[src/rtl/trk_pkg.sv]
package trk_pkg;

    typedef enum logic [2:0] {
        PH_IDLE  = 3'd0,
        PH_ADDR  = 3'd1,
        PH_READ  = 3'd2,
        PH_WRITE = 3'd3,
        PH_HOLD  = 3'd4
    } phase_e;

    function automatic int unsigned cnt_width(input int unsigned limit);
        int unsigned w;
        w = 1;
        while ((1 << w) <= limit) w++;
        return w;
    endfunction

endpackage

[src/rtl/trk_ctl_decode.sv]
module trk_ctl_decode (
    input  logic style_i,
    input  logic ctl_a_i,
    input  logic ctl_b_i,
    output logic rd_o,
    output logic wr_o
);

    logic rd_sep, wr_sep;
    logic rd_lvl, wr_lvl;

    // style 0: separate active-low strobes
    always_comb begin
        rd_sep = ~ctl_a_i;
        wr_sep = ~ctl_b_i;
    end

    // style 1: direction level plus active-high data strobe
    always_comb begin
        rd_lvl = ctl_b_i & ctl_a_i;
        wr_lvl = ctl_b_i & ~ctl_a_i;
    end

    always_comb begin
        rd_o = style_i ? rd_lvl : rd_sep;
        wr_o = style_i ? wr_lvl : wr_sep;
    end

    // in the level style a single cycle is never both read and write
    always_comb begin
        if (style_i === 1'b1) begin
            a_r8_level_exclusive: assert (!(rd_o && wr_o));
        end
    end

endmodule

[src/rtl/trk_phase.sv]
module trk_phase
    import trk_pkg::*;
#(
    parameter int unsigned HOLD_CYC = 2
) (
    input  logic   clk_i,
    input  logic   rst_n_i,
    input  logic   as_i,
    input  logic   rd_i,
    input  logic   wr_i,
    input  logic   en_addr_i,
    input  logic   en_din_i,
    input  logic   en_dout_i,
    output phase_e phase_nx_o
);

    localparam int unsigned CNT_W = cnt_width(HOLD_CYC);

    typedef struct packed {
        phase_e           phase;
        logic [CNT_W-1:0] cnt;
    } ph_state_t;

    ph_state_t st_d, st_q;
    logic      hold_live;

    always_comb begin
        st_d      = st_q;
        hold_live = ((st_q.phase == PH_WRITE) || (st_q.phase == PH_HOLD))
                    && (st_q.cnt != '0);
        if (as_i) begin
            st_d.phase = en_addr_i ? PH_ADDR : PH_IDLE;
            st_d.cnt   = '0;
        end else if (rd_i && en_din_i) begin
            st_d.phase = PH_READ;
            st_d.cnt   = '0;
        end else if (wr_i && en_dout_i) begin
            st_d.phase = PH_WRITE;
            st_d.cnt   = CNT_W'(HOLD_CYC);
        end else if (hold_live) begin
            st_d.phase = PH_HOLD;
            st_d.cnt   = st_q.cnt - 1'b1;
        end else begin
            st_d.phase = PH_IDLE;
            st_d.cnt   = '0;
        end
    end

    always_ff @(posedge clk_i or negedge rst_n_i) begin
        if (!rst_n_i) begin
            st_q <= '{phase: PH_IDLE, cnt: '0};
        end else begin
            st_q <= st_d;
        end
    end

    assign phase_nx_o = st_d.phase;

    // the hold never runs longer than HOLD_CYC cycles
    a_r6_hold_bounded: assert property (@(posedge clk_i) disable iff (!rst_n_i)
        (st_q.phase == PH_HOLD) |-> (st_q.cnt < CNT_W'(HOLD_CYC)));

    // an enabled read outranks an enabled write
    a_r7_read_wins: assert property (@(posedge clk_i) disable iff (!rst_n_i)
        ($past(rst_n_i) && $past(!as_i && rd_i && en_din_i)) |-> (st_q.phase == PH_READ));

    // a strobe without address enable cancels any hold
    a_r2_strobe_cancels: assert property (@(posedge clk_i) disable iff (!rst_n_i)
        ($past(rst_n_i) && $past(as_i && !en_addr_i)) |-> (st_q.phase == PH_IDLE));

endmodule

[src/rtl/trk_drive.sv]
module trk_drive
    import trk_pkg::*;
#(
    parameter int unsigned DATA_W = 8
) (
    input  logic              clk_i,
    input  logic              rst_n_i,
    input  phase_e            phase_nx_i,
    input  logic [DATA_W-1:0] host_ad_i,
    input  logic [DATA_W-1:0] port_i,
    output logic [DATA_W-1:0] port_o,
    output logic              port_oe_o,
    output logic [DATA_W-1:0] host_o,
    output logic              host_oe_o
);

    typedef struct packed {
        logic [DATA_W-1:0] port_val;
        logic              port_oe;
        logic [DATA_W-1:0] host_val;
        logic              host_oe;
    } drv_t;

    drv_t drv_d, drv_q;

    always_comb begin
        drv_d         = drv_q;
        drv_d.port_oe = 1'b0;
        drv_d.host_oe = 1'b0;
        unique case (phase_nx_i)
            PH_ADDR, PH_WRITE: begin
                drv_d.port_val = host_ad_i;
                drv_d.port_oe  = 1'b1;
            end
            PH_HOLD: begin
                drv_d.port_oe  = 1'b1;
            end
            PH_READ: begin
                drv_d.host_val = port_i;
                drv_d.host_oe  = 1'b1;
            end
            default: begin
            end
        endcase
    end

    always_ff @(posedge clk_i or negedge rst_n_i) begin
        if (!rst_n_i) begin
            drv_q <= '0;
        end else begin
            drv_q <= drv_d;
        end
    end

    assign port_o    = drv_q.port_val;
    assign port_oe_o = drv_q.port_oe;
    assign host_o    = drv_q.host_val;
    assign host_oe_o = drv_q.host_oe;

    // the two sides are never driven together
    a_r7_no_contention: assert property (@(posedge clk_i) disable iff (!rst_n_i)
        !(port_oe_o && host_oe_o));

    // during the hold the port value stays frozen
    a_r6_hold_value: assert property (@(posedge clk_i) disable iff (!rst_n_i)
        ($past(rst_n_i) && $past(phase_nx_i == PH_HOLD))
        |-> (port_oe_o && port_o == $past(port_o)));

endmodule

[src/rtl/ad_track_bridge.sv]
module ad_track_bridge
    import trk_pkg::*;
#(
    parameter int unsigned DATA_W   = 8,
    parameter int unsigned HOLD_CYC = 2
) (
    input  logic              clk_i,
    input  logic              rst_n_i,
    input  logic              bus_style_i,
    input  logic [DATA_W-1:0] host_ad_i,
    input  logic              host_as_i,
    input  logic              host_ctl_a_i,
    input  logic              host_ctl_b_i,
    input  logic              en_addr_i,
    input  logic              en_din_i,
    input  logic              en_dout_i,
    input  logic [DATA_W-1:0] port_i,
    output logic [DATA_W-1:0] port_o,
    output logic              port_oe_o,
    output logic [DATA_W-1:0] host_o,
    output logic              host_oe_o
);

    logic   rd, wr;
    phase_e phase_nx;

    trk_ctl_decode i_decode (
        .style_i (bus_style_i),
        .ctl_a_i (host_ctl_a_i),
        .ctl_b_i (host_ctl_b_i),
        .rd_o    (rd),
        .wr_o    (wr)
    );

    trk_phase #(.HOLD_CYC(HOLD_CYC)) i_phase (
        .clk_i      (clk_i),
        .rst_n_i    (rst_n_i),
        .as_i       (host_as_i),
        .rd_i       (rd),
        .wr_i       (wr),
        .en_addr_i  (en_addr_i),
        .en_din_i   (en_din_i),
        .en_dout_i  (en_dout_i),
        .phase_nx_o (phase_nx)
    );

    trk_drive #(.DATA_W(DATA_W)) i_drive (
        .clk_i      (clk_i),
        .rst_n_i    (rst_n_i),
        .phase_nx_i (phase_nx),
        .host_ad_i  (host_ad_i),
        .port_i     (port_i),
        .port_o     (port_o),
        .port_oe_o  (port_oe_o),
        .host_o     (host_o),
        .host_oe_o  (host_oe_o)
    );

    // address forwarded one edge later
    a_r1_addr_follow: assert property (@(posedge clk_i) disable iff (!rst_n_i)
        ($past(rst_n_i) && $past(host_as_i && en_addr_i))
        |-> (port_oe_o && !host_oe_o && port_o == $past(host_ad_i)));

    // read data forwarded to the host bus
    a_r4_read_path: assert property (@(posedge clk_i) disable iff (!rst_n_i)
        ($past(rst_n_i) && $past(!host_as_i && rd && en_din_i))
        |-> (host_oe_o && !port_oe_o && host_o == $past(port_i)));

    // write data forwarded to the port
    a_r5_write_path: assert property (@(posedge clk_i) disable iff (!rst_n_i)
        ($past(rst_n_i) && $past(!host_as_i && wr && en_dout_i && !(rd && en_din_i)))
        |-> (port_oe_o && !host_oe_o && port_o == $past(host_ad_i)));

    // no enable at all leaves the host side undriven
    a_r10_no_enable: assert property (@(posedge clk_i) disable iff (!rst_n_i)
        ($past(rst_n_i) && $past(!en_addr_i && !en_din_i && !en_dout_i))
        |-> !host_oe_o);

endmodule

[config.mk]
export PLATFORM = sky130hd
export DESIGN_NAME = ad_track_bridge
export DESIGN_NICKNAME = d
export VERILOG_FILES = /design/src/rtl/trk_pkg.sv /design/src/rtl/trk_ctl_decode.sv /design/src/rtl/trk_phase.sv /design/src/rtl/trk_drive.sv /design/src/rtl/ad_track_bridge.sv
export SDC_FILE = /design/constraint.sdc
export NUM_CORES = 1
export LEC_CHECK = 0
export BUFFER_PORTS_ARGS = -buffer_cell sky130_fd_sc_hd__buf_2
export CORE_MARGIN = 8
export CORE_UTILIZATION = 52
export CTS_BUF_LIST = sky130_fd_sc_hd__clkbuf_2
export DETAILED_ROUTE_END_ITERATION = 10
export PLACE_DENSITY = 0.95
export REMOVE_ABC_BUFFERS = 1
export SYNTH_ARGS = -nofsm -noshare
export SYNTH_HDL_FRONTEND = slang
export SYNTH_HIERARCHICAL = 1
export SYNTH_SLANG_ARGS = --single-unit
[constraint.sdc]
create_clock -name clk_i -period 4 [get_ports clk_i]
set_input_delay 1.2 -clock clk_i [delete_from_list [all_inputs] [get_ports clk_i]]
set_output_delay 1.2 -clock clk_i [all_outputs]
set_load 0.05 [all_outputs]
**Word level (Yosys, flattened, before mapping)**

Index checks and enable logic that the tools add are counted.
Widths: inputs -> output; s select.

- Register bits: 23
- Bits of input ports: 25

- Add/subtract/negate cells: 1
- Equality and inequality tests: 6
- Mux-type cells: 9
- Bitwise logic cells: 4
- Reductions and logical operators: 7

Operator list:

| operator | number |
|---|---|
| $mux 5 | 4 |
| $eq 3x2->1 const B | 3 |
| $eq 3x3->1 const B | 2 |
| $mux 1 | 5 |
| $eq 3x1->1 const B | 1 |
| $logic_and 1x1->1 | 3 |
| $reduce_or 3->1 | 1 |
| $and 1x1->1 | 2 |
| $not 1->1 | 2 |
| $reduce_bool 2->1 | 1 |
| $reduce_or 2->1 | 1 |
| $sub 2x1->2 const B | 1 |
| $logic_or 1x1->1 | 1 |

**Depth between registers and ports, before layout**

Gate-level depths: netlist of run 1.

- Depth after elaboration: 10
- Gate-level depth with buffers: 9
- Depth with buffers taken out: 7

**Cells and area by module**

The synthesis of run 1 kept the hierarchy.

Modules (own cells, without submodules):

| module | times used | cells an instance | area each (um^2) | seq. area each (um^2) |
|---|---|---|---|---|
| trk_drive | 1 | 40 | 713.2 | 450.4 |
| trk_phase | 1 | 24 | 255.2 | 125.1 |
| trk_ctl_decode | 1 | 4 | 22.5 | 0.0 |

**Least setup slack after synthesis of run 1**

No wires, ideal clock.

- Path kind: input-to-reg
- Start: in host_ctl_a_i
- End: reg i_drive.drv_q, in the netlist i_drive/host_o[0]
- Arrival: 2.477 ns
- Required time: 3.875 ns
- Slack: 1.398 ns
- Cell stages on the path: 8
- Path buffers: 2
- Cells stage by stage: nand3b_1 o21ai_0 a22oi_1 nor3b_1 buf_4 nor3b_2 buf_6 mux2_4

RTL lines:

| element | RTL line | text |
|---|---|---|
| start: declaration | ad_track_bridge.sv:12 | `input logic host_ctl_a_i,` |
| end signal: assignment | trk_drive.sv:51 | `drv_q <= drv_d;` |
| end: declaration | trk_drive.sv:24 | `drv_t drv_d, drv_q;` |

**Worst setup path in the final report of run 1**

- Start: in bus_style_i
- End: reg i_drive.drv_q, in the netlist i_drive/port_o[5]

RTL lines:

| element | RTL line | text |
|---|---|---|
| start: declaration | ad_track_bridge.sv:9 | `input logic bus_style_i,` |
| $mux 1 (*) | trk_ctl_decode.sv:25 | `rd_o = style_i ? rd_lvl : rd_sep;` |
| named net rd | ad_track_bridge.sv:24 | `logic rd, wr;` |
| $logic_and 1x1->1 (*) | trk_phase.sv:34 | `end else if (rd_i && en_din_i) begin` |
| $mux 5 (*) | trk_phase.sv:34 |  |
| $mux 5 (*) | trk_phase.sv:31 | `if (as_i) begin` |
| named net phase_nx[0] | ad_track_bridge.sv:25 | `phase_e phase_nx;` |
| $eq 3x1->1 / $eq 3x2->1 (equally long branches) | trk_drive.sv:30 | `unique case (phase_nx_i)` |
| $reduce_or 2->1 (*) | trk_drive.sv:30 |  |

Mark *: on every way through the listed nets, which the timed path passes. The rest lies on a longest branch.
A chain may end at the register's enable or synchronous reset.

==> results, run 1 <==
- The run finished with clean final reports.
- The via count of the first global-routing pass came to roughly 730.
- The number of distinct standard cells referenced by the synthesized netlist is 21.
- Summing the sequential cell areas from Yosys gives 58.1% of the chip area.
- The top-level I/O count is 43.
- The effective utilization at floorplan is 56.2%.
- Setup repair after global routing left no endpoint under its margin.
- The share of flip-flops with an asynchronous set or reset is 100%.
- Yosys mapped a number of flops with a built-in enable equal to 0.
- Once detailed placement completed, the half-perimeter wirelength came to ~1.7 mm.
- The leading cell type in the layout, fill and taps excluded is sky130_fd_sc_hd__buf_2.
- The maximum number of pins on one net before global-route repair is 24.
- In this run the number of H-tree levels came out at 1.
- During synthesis, Yosys emitted a total of 6 warnings.
- The initial antenna violation count is 0.
- The final critical-path share of the clock period is around 73%.
- In this run the critical register-to-register path is captured at i_drive/host_o[5].
- The classification of the worst setup path is input pin to register.
- From left edge to right edge, the die measures about 60 um.
- The number of buffers added by the clock tree synthesis step is 3.
- Along the worst path, the maximum fanout reaches 9.
- After floorplanning, the core was divided into 15 placement rows.
- The placed cell count is 130.
- The DRC marker count from the first detailed-route iteration is 22.
- The chip height is between 50 and 60 um.
- The die covers between 3000 and 4000 um^2.
- After Yosys synthesis, full adders, half adders and majority gates account for roughly 1.3% of the synthesized area.
- The worst-case vdd ir drop is approximately 0.33 mV.
- The tightest hold path in the finished design has a slack of just under 0.5 ns.
- The reg-to-reg critical path startpoint is i_phase/st_q[0].
- The library cells used most frequently in the layout, excluding fill and tap cells, are sky130_fd_sc_hd__buf_2, sky130_fd_sc_hd__dfrtp_1, sky130_fd_sc_hd__mux2_2, sky130_fd_sc_hd__mux2_4.
- The area of the placeable core is about 1800 um^2.
- STA classifies the critical path endpoint as a register.
- Routability-driven placement finished with a final weighted congestion of about 0.66.
- After detailed routing, the total wire length is roughly 2.2 mm.
- The launch instance of the worst min-delay path is i_phase/st_q[0].
- Relative to the synthesized area, the layout overhead comes to 21.8%.
- In the final layout, the multi-input gates occupy between 300 and 400 um^2.
- STA puts the critical path data required time at roughly 4.2 ns.
- Counting along the longest clock path gives a buffer depth of 2.
- The register bit count reported by yosys is 23.
- The proportion of layout cells with a drive suffix above 1 is 59.6%.
- The number of pins with negative max-slew slack in the final report is 0.
- The number of optimization iterations in the first detailed-route pass is 4.
- The number of buffer cells added on primary ports is 42.
- Across the whole layout, storage elements account for about 580 um^2.
- Summing over every cut layer, the via total after detailed routing is 690.
- The layout filler cell count is around 140.
- Setup slack on the critical path of the routed design comes to 1.07 ns.
- The average footprint of a synthesized cell is between 10 and 15 um^2.
- The total power density per cell area is approximately 530 nW/um^2.
- The number of hold buffers added after cts is 0.
- The cell leakage power is around 0.6 nW.
- The xor/xnor share of the synthesized area is 0%.
- The class of the tightest hold or removal check is register to register.
- At the pin with the least slew margin, the transition time is approximately 0.87 ns.
- The netlist area before placement is roughly 990 um^2.
- The destination of the worst hold path is i_phase/st_q[0].
- Measured in cells, the most critical reg-to-reg path has a length of 7.
- In the routed layout, each cell is associated on average with a via count of ~5.1.
- In this run the register-to-register setup slack is about 1.7 ns.
- The synthesized netlist devotes about a tenth of its cell area to simple gates.
- For this design, the sink count on the clock tree is 23.
- OpenSTA, run right after detailed placement, puts the worst setup slack at ~0.74 ns.
- After synthesis, the share of cell area in mux cells is around a fifth.
- The share of synthesized area in the top cell type comes to about three fifths.
- The clock edge transition at the registers on the reported setup and hold paths is ~0.20 ns.
- In the synthesized netlist the dominant register cell turns out to be sky130_fd_sc_hd__dfrtp_1.
- After detailed routing, the average wire length per cell comes to about 16 um.
- The complex-gate fraction of the synthesized area is under 10%.
- For the final database, setup skew stands at between 0.002 and 0.003 ns.
- The number of max-cap violations is 0.
- After synthesis, the largest family of logic cells by area is multiplexers.
- Global routing used roughly an eighth of the available tracks.
- Data arrives at the worst endpoint at ~3.2 ns.
- The repair_antennas step left the layout with diodes totalling 0.
- The post-CTS setup buffer count is 0.
- Once detail routing completed, the nets flagged for antenna violations numbered 0.
- After clock tree synthesis, the repair step resized 0 gates.
- Counting every instance in the synthesized netlist gives between 60 and 70.
- Along the worst hold path, the cell count comes to 1.
- The net count of the finished layout is approximately 140.
- In this run the tightest slew margin relative to its limit is 41.5%.
- The critical path startpoint category is an input pin.
- The startpoint of the most critical setup path is bus_style_i.
- Ranked by total cell area, the synthesized netlist is headed by sky130_fd_sc_hd__dfrtp_1, sky130_fd_sc_hd__mux2_4, sky130_fd_sc_hd__mux2_2, sky130_fd_sc_hd__nor4b_2, sky130_fd_sc_hd__buf_4.
- The post-layout minimum cycle time is a little under 3 ns.
- The final-report hold violation count was 0.
- For this run, design rule violations remaining after detail routing come to 0.
- The highest attainable clock frequency is roughly 340 MHz.
- Summed over all instances, the cell type with the most area after synthesis is sky130_fd_sc_hd__dfrtp_1.
- The wire length of the first global-routing pass is approximately 3.4 mm.
- The tree is rooted in a sky130_fd_sc_hd__clkbuf_2.
- Clock latency on the worst-skew pair, taken at its later pin, is approximately 0.32 ns.
- The total global routing overflow is 0.
- The aggregate negative setup slack is 0 ns.
- The finished layout holds approximately 130 standard cells, fillers aside.
- Setup violations remaining at the end of the flow were counted as 0.
- The clock tree from TritonCTS is built.
## registers in the layout, indices dropped and copies added (netlist names)
| register | count |
|---|---|
| i_drive/host_oe_o | 1 |
| i_drive/port_oe_o | 1 |
| i_drive/port_o | 8 |
| i_phase/st_q | 5 |
| i_drive/host_o | 8 |
## through the flow
step,utilization (%),area [um^2],power (W)
after floorplan,-,946,0.000486
after global placement,67.3,1190,0.000550
after detailed placement,67.3,1190,0.000557
after CTS,68.4,1210,0.000647
after global routing,68.4,1210,0.000666
final,68.4,1210,0.000640
## kinds of logic after synthesis
| family | Yosys count |
|---|---|
| muxes | 16 |
| buffers and inverters | 7 |
| DFF | 23 |
| adders and majority gates | 1 |
| AOI/OAI and AO/OA | 7 |
| and+or+nand+nor | 14 |
## critical path, cell delays in order
cell                      delay [ns]
sky130_fd_sc_hd__buf_2          0.12
sky130_fd_sc_hd__nand3_1        0.08
sky130_fd_sc_hd__o21ai_0        0.14
sky130_fd_sc_hd__a21oi_1        0.26
sky130_fd_sc_hd__nand3_1        0.15
sky130_fd_sc_hd__nand2_1        0.16
sky130_fd_sc_hd__nor2b_1        0.64
sky130_fd_sc_hd__mux2_2         0.42
## Yosys cell counts, types with 2 or more instances
library cell / instances
sky130_fd_sc_hd__mux2_4: 8
sky130_fd_sc_hd__o21ai_0: 3
sky130_fd_sc_hd__dfrtp_1: 23
sky130_fd_sc_hd__nor4b_2: 2
sky130_fd_sc_hd__nor2_1: 3
sky130_fd_sc_hd__inv_1: 2
sky130_fd_sc_hd__mux2_2: 8
sky130_fd_sc_hd__buf_4: 3
sky130_fd_sc_hd__nand2_1: 2
sky130_fd_sc_hd__nand3_1: 2
sky130_fd_sc_hd__buf_6: 2
## final cells by class
cell class | instances | area share (%)
Multi-Input combinational cell | 38 | 30.1
Tap cell | 25 | 2.59
Inverter | 2 | 0.622
Clock inverter | 1 | 0.415
Sequential cell | 23 | 47.7
Timing Repair Buffer | 42 | 17.4
Clock buffer | 3 | 1.24
## how the worst max path moves through the flow
stage / end / slack (ns)
floorplan: i_drive/host_o[0] / 1.17
global route: i_drive/port_o[5] / 0.94
finish: i_drive/port_o[5] / 1.07
global placement: i_drive/port_o[3] / 0.92
detailed placement: i_drive/port_o[5] / 0.74
CTS: i_drive/port_o[5] / 1.12
## layer usage
metal	wire (um)	vias up	global-route usage, %
li1	-	317	-
met1	782	344	13.6
met2	1230	25	22.0
met3	124	4	3.64
met4	21	0	5.78
met5	0	-	0
## report_power, final
group | internal [W] | switching, W | leakage (nW)
clock network | 0.0000227 | 0.0000673 | 0.0164
logic | 0.0000795 | 0.000180 | 0.315
registers | 0.000271 | 0.0000202 | 0.283
No activity file was read; power rests on OpenSTA's default activity.
==> inputs of run 2 (changes only) <==
CORE_UTILIZATION = 43   (was 52)
PLACE_DENSITY = 0.87   (was 0.95)
clock period = 2.4 ns   (was 4 ns; I/O delays follow)
==> run 2 against run 1 <==
- largest cell class unchanged
- die area rose by 15%
- routed wire length fell by 6.9%
- critical endpoint is now i_drive/host_o[7]
- flip-flop and latch count did not move
- critical path depth fell by 1
- via count fell by 2.2%
- critical path type unchanged
- design area rose by 2.9%
- core utilization fell by 12 points
==> results, run 2 (synthesized netlist as in run 1, its figures left out) <==
- The H-tree depth reported by CTS is 1 (unchanged).
- The worst path uses 90.9% of the clock period.
- The critical path goes through buf_2, o21ai_0, a21oi_1, nand3_1, nand2_1, nor3b_4, mux2_4.
- The row count came to 17 (+2).
- The overall track demand over capacity in global routing is 10.1% (-2.5 points).
- The total of cells resized after clock tree synthesis is 0 (unchanged).
- The chip height is 64.0 um (+7.3%).
- The area of the placeable core is 2190 um^2 (+24%).
- The CTS root buffer is sky130_fd_sc_hd__clkbuf_2.
- The later-pin clock latency in the skew report was 0.31 ns (about the same).
- The run finished with clean final reports.
- The leading cell type in the layout, fill and taps excluded is sky130_fd_sc_hd__buf_2.
- The largest driver fanout on the critical path is 9 (unchanged).
- The via count is 675 (-2.2%).
- The slew at the pin closest to its max-slew limit was 0.598 ns (-0.275 ns).
- The number of pins with negative max-slew slack in the final report was 0 (unchanged).
- The number of max-cap violations is 0 (unchanged).
- The data arrival time of the critical path is 2.40 ns (-0.77 ns).
- The final worst slack came to 0.219 ns (-0.850 ns).
- The sequential fraction of design power came to 45.7% (+0.2 points).
- The slowest stage of the critical path belongs to the cell sky130_fd_sc_hd__nor3b_4.
- The number of buffers and inverters on the critical path is 1 (unchanged).
- The cell family contributing the most delay on the critical path is simple AND/OR/NAND/NOR gates.
- The total inserted antenna cells is 0 (unchanged).
- The sum of internal, switching and leakage power is 0.00106 W (+66%).
- The layout filler cell count is 189 (+34%).
- The TritonCTS sink count is 23 (unchanged).
- The wire length of the first global-routing pass was 3.33 mm (-1.0%).
- The classification of the worst setup path is input pin to register.
- The class of the tightest hold or removal check is input pin to asynchronous set/reset pin.
- The number of cells on the worst reg-to-reg path came to 8 (+1).
- The average routed wire per standard cell is 14.4 um (-11%).
- The layout net count was 139 (+2.2%).
- The worst-case vdd ir drop came to 0.425 mV (+29%).
- Setup repair after global routing left no endpoint under its margin.
- The required time at the worst-slack endpoint is 2.62 ns (-1.62 ns).
- The switching component of the power is 0.000439 W (+65%).
- The post-layout minimum cycle time is 2.18 ns.
- The clock edge transition at the registers on the reported setup and hold paths is 0.20 ns (about the same).
- TritonCTS built the clock tree.
- The post-detailed-route DRC marker count was 0 (unchanged).
- The number of buffers on the longest clock path is 2 (unchanged).
- The count of cell instances traversed by the critical path was 7 (-1).
- The number of buffer cells added on primary ports came to 42 (unchanged).
- The number of hold buffers added after cts was 0 (unchanged).
- The via count of the first global-routing pass came to 757 (+3.4%).
- The highest attainable clock frequency is 459 MHz.
- The switching part of the total is 41.3% (-0.46 points).
- The effective utilization at floorplan is 45.2% (-11 points).
- Compared with the post-synthesis result, the final layout area differs by 25.4%.
- The number of buffers added by the clock tree synthesis step was 3 (unchanged).
- The worst hold-check slack is 0.324 ns (-0.160 ns).
- The worst setup slack after placement is -0.304 ns (-1.05 ns).
- The critical path startpoint category is an input pin.
- The cell-internal power is 0.000626 W (+68%).
- The global placer's final weighted congestion came to 0.771 (+17%).
- The number of optimization iterations in the first detailed-route pass is 2 (-2).
- The total global routing overflow is 0 (unchanged).
- The total die area is 4100 um^2 (+15%).
- The DRC marker count from the first detailed-route iteration is 23 (+4.5%).
- The detailed placer's ending HPWL is 1.69 mm (-3.5%).
- The library cells used most frequently in the layout, excluding fill and tap cells, are sky130_fd_sc_hd__buf_2, sky130_fd_sc_hd__dfrtp_1, sky130_fd_sc_hd__mux2_2, sky130_fd_sc_hd__mux2_4.
- The post-CTS setup buffer count is 0 (unchanged).
- The maximum number of pins on one net before global-route repair is 24 (unchanged).
- The cell leakage power came to 0.629 nW (+2.5%).
- The total power density per cell area is 857 nW/um^2 (+62%).
- The ratio of routed vias to standard cells is 4.82 (-6.4%).
- The number of nets still failing antenna checks after routing is 0 (unchanged).
- The share of the core filled with cells is 56.7% (-12 points).
- The kind of end point of the critical path is a register.
- The clock network power share is 13.6% (-0.5 points).
- The wire length after detailed routing came to 2.01 mm (-6.9%).
- The critical path's largest stage delay was 0.57 ns (-0.07 ns).
- The initial antenna violation count is 0 (unchanged).
- The tightest slew margin relative to the limit was 60.1% (+19 points).
- The die width came to 64.0 um (+7.3%).
- The number of setup violations in the final report is 0 (unchanged).
- The proportion of layout cells with a drive suffix above 1 is 61.6% (+2.0 points).
- The combinational power share is 40.8% (+0.3 points).
- The top-level I/O count is 43 (unchanged).
- The aggregate negative setup slack was 0 ns (unchanged).
- The final-report hold violation count is 0 (unchanged).
- The clock tree skew after final layout is 0.00777 ns (+0.00520 ns).
-- run 2: final cells by class --
type	instances	area, um^2	area share [%]
inverters	2	7.51	0.604
repair buffers	45	233	18.7
clock inverters	1	5.00	0.403
flip-flops and latches	23	576	46.3
multi-input cells	38	372	29.9
well taps	28	35.0	2.82
clock buffers	3	15.0	1.21
-- run 2: power groups by stage --
stage / clock network [W] / logic, W / registers, W
finish: 0.000145 / 0.000434 / 0.000486
global route: 0.000164 / 0.000454 / 0.000496
CTS: 0.000153 / 0.000438 / 0.000487
detailed placement: 0 / 0.000439 / 0.000494
global placement: 0 / 0.000430 / 0.000491
floorplan: 0 / 0.0000979 / 0.000713
-- run 2: worst register-to-register path: stages, from the launching register on --
cell                      delay, ns
sky130_fd_sc_hd__dfrtp_1       0.43
sky130_fd_sc_hd__inv_1         0.06
sky130_fd_sc_hd__ha_1          0.19
sky130_fd_sc_hd__nor2_1        0.05
sky130_fd_sc_hd__a31oi_1       0.30
sky130_fd_sc_hd__nor3b_1       0.15
sky130_fd_sc_hd__buf_4         0.17
sky130_fd_sc_hd__nor2b_2       0.36
sky130_fd_sc_hd__mux2_2        0.39
-- run 2: worst paths after layout --
| path | from | endpoint | slack (ns) |
|---|---|---|---|
| max | host_ctl_a_i | i_drive/host_o[7] | 0.22 |
| min | rst_n_i | i_drive/port_o[0] | 0.32 |
| max reg2reg | i_phase/st_q[0] | i_drive/port_o[6] | 0.23 |
| min reg2reg | i_phase/st_q[0] | i_phase/st_q[0] | 0.46 |
| max in group asynchronous | rst_n_i | i_drive/host_o[3] | 1.74 |
| min in group clk_i | i_phase/st_q[0] | i_phase/st_q[0] | 0.46 |
-- run 2: stage by stage --
step	instances	cell area (um^2)
after CTS	140	1230
after global placement	136	1210
final	140	1240
after detailed placement	136	1210
after global routing	140	1240
after floorplan	63	946
-- run 2: routing by layer --
layer | routed length (um) | share of wire (%) | vias up | global-route usage, %
met4 | 28 | 1.4 | 0 | 5.85
met2 | 1050 | 52 | 17 | 17.4
met5 | 0 | 0 | - | 0
li1 | - | - | 326 | -
met1 | 786 | 39 | 330 | 10.2
met3 | 142 | 7.1 | 2 | 3.66
==> inputs of run 3 (changes only) <==
SLEW_MARGIN = 10   (was not set)
clock period = 1.95 ns   (was 2.4 ns; I/O delays follow)
==> run 3 against run 2 <==
- flip-flop and latch count did not move
- setup slack worse by 0.13 ns
- design area grew 6.1%
- highest routed layer unchanged
- core utilization increased by 3.5 points
- worst hold slack got worse by 0.12 ns
- critical path depth rose by 1
- combinational power grew 26%
- largest power group unchanged
- non-clock buffer count is 6 higher
==> results, run 3 (synthesized netlist as in run 1, its figures left out) <==
- The clock edge transition at the registers on the reported setup and hold paths is 0.20 ns (about the same).
- The switching component of the power is 0.000538 W (+23%).
- The area of placed instances is 1240 um^2 (+2.5%).
- The chip height came to 64.0 um (unchanged).
- The post-layout minimum cycle time is ~1.9 ns.
- The later-pin clock latency in the skew report is 0.30 ns (about the same).
- The number of setup violations in the final report was 0 (unchanged).
- The data arrival time of the critical path is 2.07 ns (-0.33 ns).
- Derived from the worst setup path, the maximum achievable clock frequency is 538 MHz.
- The number of max-cap violations is 0 (unchanged).
- The top-level I/O count is 43 (unchanged).
- The H-tree depth reported by CTS came to 1 (unchanged).
- The wire length after detailed routing is 2.12 mm (+5.5%).
- The average routed wire per standard cell is 14.4 um (+0.45%).
- The number of optimization iterations in the first detailed-route pass is 3 (+1).
- The layout net count is 146 (+5.0%).
- The total global routing overflow is 0 (unchanged).
- The area of the placeable core is 2190 um^2 (unchanged).
- The worst setup slack after placement is -0.631 ns (-0.326 ns).
- The number of buffer cells added on primary ports is 42 (unchanged).
- The TritonCTS sink count was 23 (unchanged).
- The layout filler cell count came to 181 (-4.2%).
- The slew at the pin closest to its max-slew limit was 0.478 ns (-0.120 ns).
- The combinational power share is 41.6% (+0.8 points).
- The class of the tightest hold or removal check is input pin to asynchronous set/reset pin.
- The flow ran to the end, and the final reports show no timing, DRC or antenna violations.
- The number of buffers added by the clock tree synthesis step came to 3 (unchanged).
- The die width is 64.0 um (unchanged).
- The number of nets still failing antenna checks after routing is 0 (unchanged).
- The clock tree from TritonCTS is built.
- The cell-internal power was 0.000778 W (+24%).
- The largest driver fanout on the critical path is 4 (-5).
- The via count was 687 (+1.8%).
- The number of pins with negative max-slew slack in the final report came to 0 (unchanged).
- The minimum setup slack among reg-to-reg paths was 0.09 ns (-0.14 ns).
- The overall track demand over capacity in global routing is 10.7% (+0.65 points).
- The effective utilization at floorplan is 45.2% (unchanged).
- The ratio of routed vias to standard cells was 4.67 (-3.1%).
- The initial antenna violation count was 0 (unchanged).
- The switching part of the total is 40.9% (-0.38 points).
- The maximum number of pins on one net before global-route repair was 24 (unchanged).
- Setup repair after global routing could not meet its margin everywhere.
- The proportion of layout cells with a drive suffix above 1 is 66.4% (+4.8 points).
- The library cells used most frequently in the layout, excluding fill and tap cells, are sky130_fd_sc_hd__buf_2, sky130_fd_sc_hd__dfrtp_1, sky130_fd_sc_hd__mux2_2, sky130_fd_sc_hd__mux2_4, sky130_fd_sc_hd__buf_4.
- Of the available clock period, the critical path in the final layout requires between 90 and 100%.
- The DRC marker count from the first detailed-route iteration is 3 (-87%).
- The final-report hold violation count came to 0 (unchanged).
- Relative to the synthesized area, the layout overhead comes to 33.1%.
- The kind of end point of the critical path is a register.
- The post-detailed-route DRC marker count came to 0 (unchanged).
- The critical path is of the register to register type.
- The startpoint identified for the worst register-to-register timing path is i_phase/st_q[0].
- The number of buffers on the longest clock path is 2 (unchanged).
- The worst-case vdd ir drop came to 0.533 mV (+25%).
- The signal on the critical path passes through inv_1, ha_2, nor4b_2, a31oi_2, nor3b_2, nor3b_4, buf_4, mux2_4.
- The clock tree skew after final layout is 0.00919 ns (+0.00142 ns).
- The required time at the worst-slack endpoint is 2.16 ns (-0.46 ns).
- The global placer's final weighted congestion came to 0.788 (+2.2%).
- The wire length of the first global-routing pass is 3.57 mm (+7.5%).
- The total power density per cell area is 999 nW/um^2 (+16%).
- The row count is 17 (unchanged).
- The cell leakage power is 0.668 nW (+6.1%).
- The clock network power share was 13.0% (-0.6 points).
- The detailed placer's ending HPWL is 1.69 mm (+0.29%).
- The capture point of the worst reg-to-reg path is i_drive/host_o[7].
- The cell sitting at the root of the clock tree is a sky130_fd_sc_hd__clkbuf_2.
- The total die area is 4100 um^2 (unchanged).
- The final worst slack is 0.0898 ns (-0.130 ns).
- The via count of the first global-routing pass is 767 (+1.3%).
- The final standard cell area without fillers is 1320 um^2 (+6.1%).
- For this design, the slowest cell found on the critical path is sky130_fd_sc_hd__dfrtp_1.
- The number of cells on the worst reg-to-reg path came to 8 (unchanged).
- The critical path startpoint category is a register.
- The critical path's largest stage delay is 0.38 ns (-0.19 ns).
- The tightest slew margin relative to the limit is 68.1% (+8.1 points).
- The sequential fraction of design power is 45.4% (-0.3 points).
- The leading cell type in the layout, fill and taps excluded is sky130_fd_sc_hd__buf_2.
- The total inserted antenna cells is 0 (unchanged).
[run 3: changes by cell type in the layout (fill, tap and decap cells not counted)]
cell                      before  now
sky130_fd_sc_hd__buf_6         0    1
sky130_fd_sc_hd__a31oi_1       1    0
sky130_fd_sc_hd__ha_1          1    0
sky130_fd_sc_hd__ha_2          0    1
sky130_fd_sc_hd__nor3b_1       1    0
sky130_fd_sc_hd__nor2b_4       0    1
sky130_fd_sc_hd__nor3b_2       0    1
sky130_fd_sc_hd__a31oi_2       0    1
sky130_fd_sc_hd__buf_4         3    8
[run 3: worst max path at each step]
stage,cells after the start,end,start
floorplan,6,i_drive/host_o[0],host_ctl_a_i
global placement,8,i_drive/port_o[7],host_ctl_a_i
detailed placement,8,i_drive/port_o[6],host_ctl_a_i
CTS,8,i_drive/port_o[6],i_phase/st_q[0]
global route,8,i_drive/port_o[0],i_phase/st_q[0]
finish,8,i_drive/host_o[7],i_phase/st_q[0]
[run 3: stage by stage]
stage               total power, W  cells  hold slack (ns)  TNS, ns  utilization (%)
global route               0.00138    147            0.207   -0.119             60.2
CTS                        0.00133    147            0.202        0             59.6
floorplan                 0.000998     63            0.289    -3.48                -
global placement           0.00114    140            0.485    -8.51             56.8
detailed placement         0.00115    140            0.494    -9.97             56.8
finish                     0.00132    147            0.199        0             60.2
[run 3: critical path, delay by kind of cell, from the launching register on]
family / cells / cell delay [ns]
AO/OA/AOI/OAI: 1 / 0.09
adder cells (fa/ha/maj): 1 / 0.19
buffers and inverters: 2 / 0.21
flip-flops: 1 / 0.38
multiplexers: 1 / 0.29
AND/OR/NAND/NOR: 3 / 0.61
[run 3: power by group through the flow]
stage                     logic (W)  clock network [W]  registers, W
final                      0.000547           0.000171      0.000598
after global routing       0.000572           0.000201      0.000610
after CTS                  0.000550           0.000179      0.000599
after detailed placement   0.000542                  0      0.000608
after global placement     0.000533                  0      0.000605
after floorplan            0.000120                  0      0.000877
[run 3: what timing repair did]
action,CTS,global route
cloned,1,0
setup buffers,2,0
hold buffers,0,0
resized for setup,4,3
pin swaps,1,3
setup endpoints to repair,18,16
[run 3: layer usage]
| metal | wire length (um) | up-vias | part of all wire [%] | GRT usage, % |
|---|---|---|---|---|
| li1 | - | 339 | - | - |
| met1 | 893 | 329 | 42 | 12.5 |
| met2 | 1070 | 17 | 50 | 18.1 |
| met3 | 133 | 2 | 6.3 | 3.14 |
| met4 | 28 | 0 | 1.3 | 4.18 |
| met5 | 0 | - | 0 | 0 |
[run 3: layout make-up]
cell class              count  area, um^2  share of cell area [%]
inverters                   2        7.51                   0.569
flip-flops and latches     23         576                    43.6
clock inverters             1        5.00                   0.380
multi-input cells          39         399                    30.3
well taps                  28        35.0                    2.66
clock buffers               3        15.0                    1.14
repair buffers             51         282                    21.3
